File: config.mk
export PLATFORM = sky130hd
export DESIGN_NAME = collatz_sieve
export DESIGN_NICKNAME = d
export VERILOG_FILES = /design/src/rtl/collatz_sieve_pkg.sv /design/src/rtl/collatz_sieve_dp.sv /design/src/rtl/collatz_sieve_ctrl.sv /design/src/rtl/collatz_sieve.sv
export SDC_FILE = /design/constraint.sdc
export NUM_CORES = 1
export LEC_CHECK = 0
export BUFFER_PORTS_ARGS = -buffer_cell sky130_fd_sc_hd__buf_4
export CAP_MARGIN = 15
export CORE_MARGIN = 2
export CORE_UTILIZATION = 59
export DETAILED_ROUTE_END_ITERATION = 10
export HOLD_SLACK_MARGIN = 0.05
export PLACE_DENSITY = 0.82
export SYNTH_ARGS = -nofsm -noshare
export SYNTH_HDL_FRONTEND = slang
export SYNTH_SLANG_ARGS = --single-unit
File: constraint.sdc
create_clock -name clk -period 5.3 [get_ports clk]
set_clock_uncertainty 0.05 [all_clocks]
set_input_delay 0.265 -clock clk [delete_from_list [all_inputs] [get_ports clk]]
set_output_delay 0.265 -clock clk [all_outputs]
set_load 0.005 [all_outputs]
File: src/rtl/collatz_sieve_pkg.sv
package collatz_sieve_pkg;

  typedef enum logic [1:0] {
    ST_VERIFIED = 2'd0,
    ST_OVERFLOW = 2'd1,
    ST_INVALID  = 2'd2
  } status_e;

  // strobes from control to datapath
  typedef struct packed {
    logic load;
    logic step;
  } ctrl_s;

  // conditions from datapath to control
  typedef struct packed {
    logic inZero;
    logic inOne;
    logic nextOne;
    logic nextOvf;
  } flags_s;

endpackage

File: src/rtl/collatz_sieve_dp.sv
module collatz_sieve_dp
  import collatz_sieve_pkg::*;
#(
  parameter int VAL_W  = 64,
  parameter int STEP_W = 32
) (
  input  logic              clk,
  input  logic              rst_n,
  input  ctrl_s             ctrl,
  input  logic [VAL_W-1:0]  inValue,
  output flags_s            flags,
  output logic [VAL_W-1:0]  startVal,
  output logic [STEP_W-1:0] stepCnt
);
  localparam int WORK_W = VAL_W + 2;

  logic [VAL_W-1:0]  curVal;
  logic [WORK_W-1:0] curWide;
  logic [WORK_W-1:0] nextWide;

  assign curWide = {2'b00, curVal};

  always_comb begin
    if (curVal[0]) nextWide = (curWide << 1) + curWide + WORK_W'(1);
    else           nextWide = curWide >> 1;
  end

  assign flags.nextOvf = |nextWide[WORK_W-1:VAL_W];
  assign flags.nextOne = (nextWide == WORK_W'(1));
  assign flags.inZero  = (inValue == '0);
  assign flags.inOne   = (inValue == VAL_W'(1));

  always_ff @(posedge clk) begin
    if (!rst_n) begin
      curVal   <= '0;
      startVal <= '0;
      stepCnt  <= '0;
    end else if (ctrl.load) begin
      curVal   <= inValue;
      startVal <= inValue;
      stepCnt  <= '0;
    end else if (ctrl.step && !flags.nextOvf) begin
      curVal  <= nextWide[VAL_W-1:0];
      stepCnt <= (&stepCnt) ? stepCnt : stepCnt + STEP_W'(1);
    end
  end

endmodule

File: src/rtl/collatz_sieve_ctrl.sv
module collatz_sieve_ctrl
  import collatz_sieve_pkg::*;
(
  input  logic    clk,
  input  logic    rst_n,
  input  logic    inValid,
  input  logic    outReady,
  input  flags_s  flags,
  output ctrl_s   ctrl,
  output logic    inReady,
  output logic    outValid,
  output status_e status
);
  typedef enum logic [1:0] {S_IDLE, S_RUN, S_DONE} state_e;

  state_e  state;
  state_e  stateNext;
  status_e statusNext;

  always_comb begin
    stateNext  = state;
    statusNext = status;
    ctrl       = '0;
    unique case (state)
      S_IDLE: if (inValid) begin
        ctrl.load = 1'b1;
        if (flags.inZero) begin
          stateNext  = S_DONE;
          statusNext = ST_INVALID;
        end else if (flags.inOne) begin
          stateNext  = S_DONE;
          statusNext = ST_VERIFIED;
        end else begin
          stateNext = S_RUN;
        end
      end
      S_RUN: begin
        ctrl.step = 1'b1;
        if (flags.nextOvf) begin
          stateNext  = S_DONE;
          statusNext = ST_OVERFLOW;
        end else if (flags.nextOne) begin
          stateNext  = S_DONE;
          statusNext = ST_VERIFIED;
        end
      end
      S_DONE: if (outReady) stateNext = S_IDLE;
      default: stateNext = S_IDLE;
    endcase
  end

  always_ff @(posedge clk) begin
    if (!rst_n) begin
      state  <= S_IDLE;
      status <= ST_VERIFIED;
    end else begin
      state  <= stateNext;
      status <= statusNext;
    end
  end

  assign inReady  = (state == S_IDLE);
  assign outValid = (state == S_DONE);

endmodule

File: src/rtl/collatz_sieve.sv
module collatz_sieve
  import collatz_sieve_pkg::*;
#(
  parameter int VAL_W  = 64,
  parameter int STEP_W = 32
) (
  input  logic              clk,
  input  logic              rst_n,
  input  logic              in_valid,
  output logic              in_ready,
  input  logic [VAL_W-1:0]  in_value,
  output logic              out_valid,
  input  logic              out_ready,
  output logic [VAL_W-1:0]  out_start,
  output logic [1:0]        out_status,
  output logic [STEP_W-1:0] out_steps
);
  ctrl_s   ctrl;
  flags_s  flags;
  status_e status;

  collatz_sieve_ctrl u_ctrl (
    .clk      (clk),
    .rst_n    (rst_n),
    .inValid  (in_valid),
    .outReady (out_ready),
    .flags    (flags),
    .ctrl     (ctrl),
    .inReady  (in_ready),
    .outValid (out_valid),
    .status   (status)
  );

  collatz_sieve_dp #(.VAL_W(VAL_W), .STEP_W(STEP_W)) u_dp (
    .clk      (clk),
    .rst_n    (rst_n),
    .ctrl     (ctrl),
    .inValue  (in_value),
    .flags    (flags),
    .startVal (out_start),
    .stepCnt  (out_steps)
  );

  assign out_status = status;

endmodule

After elaboration in Yosys (flattened, before gate mapping)

Cells that the tools add are included.

Equality and inequality tests: 8
$add $sub $neg: 3
Muxes and demuxes: 19
Bitwise gates (word level): 2
Reduce and logical (&&, ||, !) cells: 12

Operators with widths:

| kind                  | number |
|---|---|
| $mux 64               | 2 |
| $add 65x64->66        | 1 |
| $add 66x1->66 const B | 1 |
| $eq 66x1->1 const B   | 1 |
| $mux 66               | 1 |
| $eq 64x1->1 const B   | 1 |
| $logic_not 64->1      | 1 |
| $add 32x1->32 const B | 1 |
| $reduce_and 32->1     | 1 |
| $mux 2                | 11 |
| $pmux 2 s3            | 1 |
| $pmux 2 s2            | 1 |
| $reduce_and 4->1      | 1 |
| $reduce_bool 2->1     | 2 |
| $reduce_or 2->1       | 2 |
| $mux 1                | 3 |
| $ne 3x1->1 const B    | 1 |
| $ne 3x2->1 const B    | 1 |
| $reduce_and 3->1      | 1 |
| $eq 2x1->1 const B    | 1 |
| $eq 2x2->1 const B    | 1 |
| $logic_not 2->1       | 1 |
| $ne 2x1->1 const B    | 1 |
| $ne 2x2->1 const B    | 1 |
| other kinds (4)       | 5 |

Register bits: 164
Logic and storage cells: 49

Logic depth before layout (Yosys ltp)

Word-level depth: 8
Depth in mapped cells: 21
Mapped depth without buffers: 14

By module

From an unflattened synthesis, not the netlist that was laid out.

Cell total of the unflattened synthesis: 1577
Area, all modules: 12223.0 um^2

By module, submodules not included:

| module             | seq. area each (um^2) | times used | area an instance (um^2) | cells each |
|---|---|---|---|---|
| collatz_sieve_dp   | 3203.1                | 1          | 12026.5                 | 1552 |
| collatz_sieve_ctrl | 80.1                  | 1          | 196.4                   | 25 |

Least setup slack after synthesis

Ideal clock, no wire load.

Kind: reg2reg
Start point: reg u_dp.curVal[0]
End point: reg u_ctrl.state[1]
Arrival time: 4.771 ns
Data required time: 5.190 ns
Period minus slack after synthesis: 4.881 ns
Path buffers: 4
Cell stages (with the launch flop): 19
Setup slack: 0.419 ns
Cell sequence: dfxtp_1 inv_1 buf_4 clkbuf_1 clkbuf_1 clkbuf_1 ha_1 nor2b_1 o2111ai_2 a311oi_4 o211ai_2 a2111oi_4 nor4_1 a211oi_2 o2111ai_1 or4_1 or4_4 nor3_2 o221a_1

Cells in the longest elaborated chain, start to end: 6

RTL lines:

| element                                                         | RTL line                                       | text |
|---|---|---|
| start: declaration                                              | collatz_sieve_dp.sv:17                         | `logic [VAL_W-1:0] curVal;` |
| start signal: assignment                                        | collatz_sieve_dp.sv:39                         | `curVal <= inValue;` |
| start signal: assignment                                        | collatz_sieve_dp.sv:43                         | `curVal <= nextWide[VAL_W-1:0];` |
| $add 65x64->66                                                  | collatz_sieve_dp.sv:24                         | `if (curVal[0]) nextWide = (curWide << 1) + curWide + WORK_W'(1);` |
| $add 66x1->66                                                   | collatz_sieve_dp.sv:24                         |  |
| $mux 66 *                                                       | collatz_sieve_dp.sv:24                         |  |
| $eq 66x1->1 / $reduce_or 2->1 (equally long branches)           | collatz_sieve_dp.sv:29, collatz_sieve_dp.sv:28 |  |
| $ne 3x2->1 (no line) / $mux 2 (equally long branches)           | --                                             |  |
| $reduce_and 3->1 (no line) / $pmux 2 s3 (equally long branches) | --                                             |  |
| end signal: assignment                                          | collatz_sieve_ctrl.sv:57                       | `state <= stateNext;` |
| end: declaration                                                | collatz_sieve_ctrl.sv:16                       | `state_e state;` |

Every way passes the cells marked *; elsewhere a longest branch is shown, timed or not.
A chain may end at the register's enable or synchronous reset.

Worst setup path in the final report

Start point: reg u_dp.curVal[39]
End point: reg u_ctrl.state[1]

Same word-level chain as after synthesis.

==> impl_metrics.ini <==
[synth]
yosys_warnings = 0
async_reset_ff_frac = 0
netlist_instances = 1701
yosys.cell_types.count = 94
synth-main-ff-cell = dfxtp_1
synth_top_family_by_area = simple AND/OR/NAND/NOR gates
ys_ff_latch = 164
synthSimpleGateAreaFrac = 0.2889
synth-edff-count = 0
synth_compound_area_frac = 0.2494
muxShareOfSynthArea = 0.03216
synthAdderAreaFrac = 0.07072
syn_area_um2 = 12140
avgSynthCellArea_um2 = 7.135
synth-seq-area-share = 0.2705
syn_nets = 1837
synth_xor_area_frac = 0.04474

[clocking]
clk_path_buf_depth = 2
numCtsBuffers = 17
path_clk_slew_ns = 0.07
cts_max_level = 4
ctsRootBufferMaster = clkbuf_16
cts.sinks = 164
postCtsSetupRepairBufs = 0
insertion_delay_ns = 0.45
cts_tree = yes

[die]
num_rows = 52
die_area_um2 = 21730
ios = 168
fp.dieW_um = 147.4
start_util = 0.5998
core_um2 = 20230
die_h_um = 147.4

[grt]
antenna_found_initial = 1
gr-usage-all-layers = 0.4122
grt_pass1_wl_mm = 70.68
grt_pass1_vias = 12660
grt_start_max_net_pins = 82
gr-total-overflow = 0

[run_status]
status = completed

[power_and_ir_drop]
p_per_area_nw_per_um2 = 480.2
finalPower_mw = 6.764
ir_drop_mv = 0.3930
power_leakage_nw = 5.421

[drt]
wirelength_mm = 46.03
postRouteAntennaNets = 0
via_per_inst = 6.621
first_iter_violations = 1477
drc = 0
via_count = 13780
drt_first_pass_iters = 6
wire_per_inst_um = 22.12

[setup_path]
ff2ff_path_depth = 12
cp_max_fo = 10
cp.arrival_ns = 5.26
worstSetupPathType = flop to flop
reg2reg_slack_ns = 0.37
worstPathRequired_ns = 5.63
cp-start-kind = flop
r2r_end = u_ctrl.state[1]
r2r_start = u_dp.curVal[39]
end_kind = flop

[finish]
final_cell_mix = nand2_1 (365), buf_4 (182), a21oi_1 (179)
syn_to_final_growth_pct = 16.07
n_antenna_cell = 0
fill_cells = 1750
fin_util = 0.6962
final_common_cell = nand2_1
nets = 1934
drive_gt1_frac = 0.1552
final_cell_area_um2 = 14090

[timing]
whs_ns = 0.06349
tns_ns = 0
min_period_over_period = 0.9297
tightest_slew_ns = 1.103
final-max-slew-violation-count = 0
max_slew_margin = 0.2579
hold_viol_final = 0
max_freq_mhz = 203.0
rsz0062_at_grt = no
setup_viol = 0
min_period_ns = 4.927

[place]
place_congestion = 1.029
port_buffers = 167
place_area_um2 = 13450
dp_hpwl_mm = 35.37

[worst_hold_path]
min_from = in_value[21]
holdPathStages = 3
hp-class = primary input to flop
min_to = u_dp.startVal[21]

[flow_run]
drv_cap = 0
state kept, by name (all words and copies together) (netlist names):
name           cells
u_dp.stepCnt      32
u_dp.curVal       64
u_ctrl.status      2
u_dp.startVal     64
u_ctrl.state       2
how the worst max path moves through the flow:
stage                       to             from  slack, ns
3_3_place_gp   u_ctrl.state[1]  u_dp.curVal[39]       0.46
2_1_floorplan  u_ctrl.state[1]   u_dp.curVal[0]       0.42
6_report       u_ctrl.state[1]  u_dp.curVal[39]       0.37
4_1_cts        u_ctrl.state[1]  u_dp.curVal[39]       0.48
5_1_grt        u_ctrl.state[1]   u_dp.curVal[9]       0.25
3_5_place_dp   u_ctrl.state[1]  u_dp.curVal[39]       0.49
critical path, stage by stage, from the launching register on:
cell and delay (ns):
dfxtp_1 0.44, ha_1 0.56, nand2_1 0.16, or3_4 0.43, or3_4 0.39, a41oi_1 0.42, nor4_1 0.12, a211oi_2 0.39
o2111ai_1 0.28, or4_1 0.57, or4_4 0.56, nor3_2 0.27, o221a_1 0.21
routing by layer:
| layer | up-vias | share of wire | global-route usage |
|---|---|---|---|
| met1 | 6522 | 0.41 | 0.5632 |
| met3 | 108 | 0.12 | 0.1117 |
| met5 | - | 0 | 0 |
| met4 | 0 | 0.038 | 0.1534 |
| met2 | 783 | 0.43 | 0.6252 |
| li1 | 6366 | - | - |
synthesized netlist by cell type, drive strengths merged (19+ instances only):
| library cell | n | area, µm² |
|---|---|---|
| a21oi | 181 | 913.4 |
| a31oi | 62 | 387.9 |
| buf | 19 | 97.59 |
| clkbuf | 89 | 334.1 |
| dfxtp | 164 | 3283 |
| ha | 67 | 838.3 |
| inv | 26 | 97.59 |
| mux2 | 24 | 270.3 |
| nand2 | 366 | 1374 |
| nand3 | 33 | 165.2 |
| nand4 | 55 | 344.1 |
| nor2 | 128 | 480.5 |
| nor3 | 41 | 210.2 |
| nor4 | 32 | 206.5 |
| o21ai | 94 | 474.2 |
| or3 | 22 | 148.9 |
| xnor2 | 39 | 341.6 |
| xor2 | 23 | 201.4 |
through the flow:
stage                     instances  setup WS [ns]
final                          2081         0.3728
after global routing           2081         0.2536
after CTS                      2081         0.4767
after detailed placement       2046         0.4878
after global placement         2046         0.4646
after floorplan                1701         0.4188
where the power goes:
part           internal [mW]  switching (mW)  leakage (nW)  total [mW]
sequential              1.49           0.328          1.34        1.81
combinational           1.26            2.40          3.78        3.66
clock                  0.641           0.653         0.295        1.29
total                   3.39            3.38          5.42        6.76
cell type report:
type / instances / area [µm²] / share of cell area
Clock buffer: 17 / 425.4 / 0.03020
Clock inverter: 15 / 180.2 / 0.01279
Inverter: 26 / 98.84 / 0.007017
Multi-Input combinational cell: 1403 / 8342 / 0.5921
Sequential cell: 164 / 3287 / 0.2333
Tap cell: 270 / 337.8 / 0.02398
Timing Repair Buffer: 186 / 1416 / 0.1005
cells by family (layout without fill, tap and decap cells):
family,Yosys count,after routing
xor+xnor,62,62
fa+ha+maj,68,68
compound gates,480,480
flops,164,164
mux,36,36
simple gates,757,757
buf+inv,134,244
what timing repair did:
item / 4_1_cts / 5_1_grt
gates resized for setup: 0 / 0
hold buffers: 3 / 0
hold endpoints to repair: 5 / 0
setup endpoints to repair: 0 / 0
(Power assumes the default switching activity.)
